**src/rtl/bsdac_pkg.sv**
```systemverilog
package bsdac_pkg;
  localparam int SAMPLE_W = 16;
  localparam int N_CH     = 2;

  typedef logic [SAMPLE_W-1:0] sample_t;

  // signed sample to offset binary: flip the sign bit
  function automatic sample_t to_offset(input sample_t s);
    return s ^ (sample_t'(1) << (SAMPLE_W-1));
  endfunction

  // one accumulation step: returns {carry, new accumulator}
  function automatic logic [SAMPLE_W:0] sdm_step(input sample_t acc, input sample_t off);
    return {1'b0, acc} + {1'b0, off};
  endfunction
endpackage

```
**src/rtl/bsdac_period_timer.sv**
```systemverilog
module bsdac_period_timer #(
  parameter int OSR = 256
) (
  input  logic clk,
  input  logic rst_n,
  input  logic enable,
  output logic boundary
);
  localparam int CNT_W = $clog2(OSR);
  localparam logic [CNT_W-1:0] LAST = CNT_W'(OSR-1);

  logic [CNT_W-1:0] cnt_q;

  always_ff @(posedge clk or negedge rst_n) begin
    if (!rst_n)           cnt_q <= '0;
    else if (!enable)     cnt_q <= '0;
    else if (cnt_q == LAST) cnt_q <= '0;
    else                  cnt_q <= cnt_q + 1'b1;
  end

  assign boundary = enable && (cnt_q == LAST);

  AST_NO_TICK_DISABLED: assert property (@(posedge clk) disable iff (!rst_n)
    !enable |=> !boundary);
endmodule

```
**src/rtl/bsdac_status.sv**
```systemverilog
module bsdac_status (
  input  logic clk,
  input  logic rst_n,
  input  logic boundary,
  input  logic sdr_wr,
  input  logic urun_clr,
  output logic tx_ready,
  output logic underrun
);
  logic written_q;
  logic miss;

  assign miss = boundary && !written_q;

  always_ff @(posedge clk or negedge rst_n) begin
    if (!rst_n) begin
      written_q <= 1'b0;
      tx_ready  <= 1'b0;
      underrun  <= 1'b0;
    end else begin
      if (sdr_wr)        written_q <= 1'b1;
      else if (boundary) written_q <= 1'b0;

      if (sdr_wr)        tx_ready <= 1'b0;
      else if (boundary) tx_ready <= 1'b1;

      if (miss)          underrun <= 1'b1;
      else if (urun_clr) underrun <= 1'b0;
    end
  end

  AST_READY_ON_TICK: assert property (@(posedge clk) disable iff (!rst_n)
    boundary && !sdr_wr |=> tx_ready);
  AST_READY_CLR_ON_WR: assert property (@(posedge clk) disable iff (!rst_n)
    sdr_wr |=> !tx_ready);
  AST_URUN_ON_MISS: assert property (@(posedge clk) disable iff (!rst_n)
    boundary && !written_q |=> underrun);
  AST_URUN_STICKY: assert property (@(posedge clk) disable iff (!rst_n)
    underrun && !urun_clr |=> underrun);
endmodule

```
**src/rtl/bsdac_sdm.sv**
```systemverilog
module bsdac_sdm
  import bsdac_pkg::*;
(
  input  logic    clk,
  input  logic    rst_n,
  input  logic    enable,
  input  sample_t sample,
  output logic    bit_o
);
  sample_t           acc_q;
  logic [SAMPLE_W:0] step;

  assign step = sdm_step(acc_q, to_offset(sample));

  always_ff @(posedge clk or negedge rst_n) begin
    if (!rst_n) begin
      acc_q <= '0;
      bit_o <= 1'b0;
    end else if (!enable) begin
      acc_q <= '0;
      bit_o <= 1'b0;
    end else begin
      acc_q <= step[SAMPLE_W-1:0];
      bit_o <= step[SAMPLE_W];
    end
  end

  AST_QUIET_DISABLED: assert property (@(posedge clk) disable iff (!rst_n)
    !enable |=> !bit_o);
endmodule

```
**src/rtl/stereo_bsdac.sv**
```systemverilog
module stereo_bsdac
  import bsdac_pkg::*;
#(
  parameter int OSR = 256
) (
  input  logic        clk,
  input  logic        rst_n,
  input  logic        enable,
  input  logic        sdr_wr,
  input  logic [31:0] sdr_wdata,
  input  logic        urun_clr,
  input  logic        ie_ready,
  input  logic        ie_urun,
  output logic        bit_l,
  output logic        bit_r,
  output logic        tx_ready,
  output logic        underrun,
  output logic        irq
);
  localparam int REG_W = SAMPLE_W * N_CH;

  logic [N_CH-1:0][SAMPLE_W-1:0] sdr_q;
  logic [N_CH-1:0][SAMPLE_W-1:0] hold_q;
  logic [N_CH-1:0]               bits;
  logic                          boundary;

  always_ff @(posedge clk or negedge rst_n) begin
    if (!rst_n)      sdr_q <= '0;
    else if (sdr_wr) sdr_q <= sdr_wdata[REG_W-1:0];
  end

  always_ff @(posedge clk or negedge rst_n) begin
    if (!rst_n)        hold_q <= '0;
    else if (boundary) hold_q <= sdr_q;
  end

  bsdac_period_timer #(.OSR(OSR)) timer_i (
    .clk(clk), .rst_n(rst_n), .enable(enable), .boundary(boundary)
  );

  bsdac_status status_i (
    .clk(clk), .rst_n(rst_n), .boundary(boundary), .sdr_wr(sdr_wr),
    .urun_clr(urun_clr), .tx_ready(tx_ready), .underrun(underrun)
  );

  // channel 0 = left (bits 15:0), channel 1 = right (bits 31:16)
  for (genvar ch = 0; ch < N_CH; ch++) begin : g_ch
    bsdac_sdm sdm_i (
      .clk(clk), .rst_n(rst_n), .enable(enable),
      .sample(hold_q[ch]), .bit_o(bits[ch])
    );
  end

  assign bit_l = bits[0];
  assign bit_r = bits[1];
  assign irq   = (tx_ready && ie_ready) || (underrun && ie_urun);

  AST_HOLD_STABLE: assert property (@(posedge clk) disable iff (!rst_n)
    !boundary |=> $stable(hold_q));
  AST_HOLD_LOAD: assert property (@(posedge clk) disable iff (!rst_n)
    boundary |=> hold_q == $past(sdr_q));
endmodule

```
**config.mk**
```make
export PLATFORM = sky130hd
export DESIGN_NAME = stereo_bsdac
export DESIGN_NICKNAME = d
export VERILOG_FILES = /design/src/rtl/bsdac_pkg.sv /design/src/rtl/bsdac_period_timer.sv /design/src/rtl/bsdac_status.sv /design/src/rtl/bsdac_sdm.sv /design/src/rtl/stereo_bsdac.sv
export SDC_FILE = /design/constraint.sdc
export NUM_CORES = 1
export LEC_CHECK = 0
export BUFFER_PORTS_ARGS = -buffer_cell sky130_fd_sc_hd__buf_4
export CELL_PAD_IN_SITES_DETAIL_PLACEMENT = 1
export CELL_PAD_IN_SITES_GLOBAL_PLACEMENT = 1
export CORE_MARGIN = 10
export CORE_UTILIZATION = 25
export CTS_CLUSTER_DIAMETER = 60
export CTS_CLUSTER_SIZE = 28
export DETAILED_ROUTE_END_ITERATION = 12
export GPL_TIMING_DRIVEN = 1
export PLACE_DENSITY = 0.57
export SYNTH_ARGS = -nofsm -noshare
export SYNTH_HDL_FRONTEND = slang
export SYNTH_HIERARCHICAL = 1
export SYNTH_SLANG_ARGS = --single-unit
```
**constraint.sdc**
```tcl
create_clock -name clk -period 2.3 [get_ports clk]
set_clock_uncertainty 0.1 [all_clocks]
set_input_delay 0.46 -clock clk [delete_from_list [all_inputs] [get_ports clk]]
set_output_delay 0.46 -clock clk [all_outputs]
set_load 0.1 [all_outputs]
```
==> metrics.txt <==
worst skew pair latency 0.36 ns; initial antenna violation count 0; crit-path cells ha_1, inv_1, fa_1, nand2b_1, a21oi_2, o21a_1, a41oi_2, mux2i_1; Slew Limit Fails 0; DP Wirelength around 9300 microns; area share of and/or/nand/nor cells after synthesis 9.452%; Inserted Clock Buffers 9; # resized after CTS 0; xor/xnor share of the synthesized area 1.784%; FF-to-FF Start hold_q[16]; LEAKAGE 3.349 nW; Die Height 173.5 microns; mean number of vias per cell 4.440; slew of the pin with the lowest slew margin around 0.66 ns; setup TNS 0 ns; final std cells w/o fill 855; Ys Warns 6; Worst EP arrival 2.27 ns; cells on worst reg2reg path 8; cell family with most CP delay adder cells; crit-path max FO 3; DR DRC count 0; total gr overflow 0; Synth cell types 48; status finished, final reports clean; CTS H-tree lvls 3; ys async rst share 100.0%; all-layer global routing usage 8.951%; Hold-fix buffers, CTS 0; CP max stage cell fa_1; Clock transition at path regs 0.07 ns; Initial Util 25.25%; Placement Rows 56; flop2flop setup slack roughly 0.17 ns; P&R area growth vs syn 16.59%; Setup Crit Path Kind flip-flop to flip-flop; Post-synth EDFFs 0; Filler cells approximately 2600; Hold Fails Final Rpt 0; hold crit path type input port to async pin; slew margin rel. 56.22%; CP Data Required Time approximately 2.4 ns; Worst setup EP type flip-flop; Setup Fix Bufs, Post-CTS 0; Final #Nets just over 600; Core Area 23330 sq um; top post-synthesis cells by area dfrtp_1, mux2_4, ha_1; placed cell count between 800 and 900; dpl ws 0.1742 ns; r2r endpoint g_ch[1].sdm_i/acc_q[12]; CTS tree yes; #FFs+latches synth 109; CP bufs+invs 1; CP startpoint kind flip-flop; top post-synthesis cells by count dfrtp_1, mux2_4, nand2_1, ha_1, inv_1; sequential share of the synthesized area between 40% and 50%; Critical Path Max Stage Delay 0.39 ns; complex-gate fraction of the synthesized area a little under an eighth; # port buffers 43; final worst-path cycle share 92.62%; Detailed Route WL approximately 13000 microns; fmax 0.4694 GHz; Main synth FF type dfrtp_1; io pins 44; clk root buf clkbuf_16; largest family of logic cells by synthesized area multiplexers; P per Cell Area 578.7 nW/um^2; global-route wire length before repair 22060 microns; post-synthesis cell count between 400 and 500; layout cells sized above 1 27.80%; CTS Buffer Depth 2; GPL Wtd Cong 0.7894; Synth area leader dfrtp_1; drt pass-1 iters 4; count leader, synth dfrtp_1; peak supply drop 0.0002709 V; mux cell area share after synthesis 18.78%; pin count of the biggest net entering global routing 110; antenna-violating nets left 0; synthesized area 5891 sq um; Syn Area/Cell between 10 and 15 sq um; WL/cell between 15 and 20 microns; Vias 3796; number of global-route vias before repair 4187; DR iter-0 viols 129; RSZ-0062 raised after global routing no; Post-Synth Adder-Cell Area slightly below 8%; Final setup viols 0; die width 173.5 microns; area share of the largest cell type after synthesis a little under half; Tmin final 2.130 ns; max_cap viols 0; antenna fix cells 0; fin worst setup slack between 0.15 and 0.2 ns; syn nets about 560; die area 30100 sq um; clock net sink count ~110
## cells in the final DEF, fill, tap and decap left out, drive strengths merged, types with 5 or more instances in the layout
master  instances
a21o           15
a21oi          25
a31oi           8
and2            9
buf            52
clkbuf         14
dfrtp         109
ha             33
inv            23
mux2           64
mux2i          16
nand2          41
nand2b         18
nand3          11
nor2           22
o211ai          5
o21a            6
o21ai          16
xnor2           7
xor2            5
## worst max-delay path by stage
| stage | cells after the start | to | slack [ns] | start |
|---|---|---|---|---|
| CTS | 8 | g_ch[1].sdm_i/acc_q[12] | 0.16 | hold_q[16] |
| global placement | 8 | g_ch[0].sdm_i/acc_q[12] | 0.23 | hold_q[0] |
| finish | 8 | g_ch[1].sdm_i/acc_q[12] | 0.17 | hold_q[16] |
| global route | 8 | g_ch[0].sdm_i/bit_o | 0.02 | hold_q[0] |
| floorplan | 1 | irq | 0.20 | status_i/tx_ready |
| detailed placement | 8 | g_ch[1].sdm_i/acc_q[12] | 0.17 | hold_q[16] |
## layout make-up
class | instances | area [sq um] | area share (%)
clock inverter | 2 | 38.79 | 0.5648
inverter | 24 | 90.09 | 1.312
clock buffer | 14 | 284.0 | 4.136
timing repair buffer | 52 | 427.9 | 6.231
sequential | 109 | 2728 | 39.72
tap | 319 | 399.1 | 5.812
multi-input combinational | 335 | 2900 | 42.23
## through the flow
stage / cell area (sq um) / hold slack [ns] / power [mW] / utilization [%]
2_1_floorplan: 5892 / 0.06441 / 2.216 / -
4_1_cts: 6868 / 0.1124 / 4.053 / 29.43
6_report: 6868 / 0.03539 / 3.975 / 29.43
5_1_grt: 6868 / 0.1290 / 4.164 / 29.43
3_3_place_gp: 6545 / 0.3624 / 2.343 / 28.05
3_5_place_dp: 6545 / 0.3766 / 2.352 / 28.05
## worst reg2reg max path, stage by stage (launching register included)
cell and delay (ns):
dfrtp_1 0.36, ha_1 0.18, inv_1 0.06, fa_1 0.39
nand2b_1 0.20, a21oi_2 0.19, o21a_1 0.21, a41oi_2 0.16
mux2i_1 0.15
## sequential cells by signal, summed over array words and instances (netlist names)
name / count
timer_i/cnt_q: 8
hold_q: 32
status_i/underrun: 1
status_i/tx_ready: 1
sdr_q: 32
g_ch.sdm_i/bit_o: 2
status_i/written_q: 1
g_ch.sdm_i/acc_q: 32
## power breakdown
| part | switching, mW | leakage, nW | internal (mW) |
|---|---|---|---|
| Sequential | 0.0450 | 1.44 | 1.98 |
| Combinational | 0.128 | 1.75 | 0.151 |
| Clock | 0.702 | 0.159 | 0.967 |
| Total | 0.875 | 3.35 | 3.10 |
## metal layers
layer	up-vias	global-route usage (%)	part of all wire, %
met2	48	13.48	45
met3	14	1.612	2.5
li1	1792	-	-
met1	1942	12.13	51
met4	0	4.240	2.1
met5	-	0	0
## cells by family after synthesis
| group | count (synthesis) |
|---|---|
| buffers and inverters | 38 |
| DFF | 109 |
| xor gates and xnor gates | 12 |
| and+or+nand+nor | 114 |
| adders and majority gates | 35 |
| AOI/OAI and AO/OA | 94 |
| muxes | 80 |
Note: power is estimated with default switching activity, not from simulation.
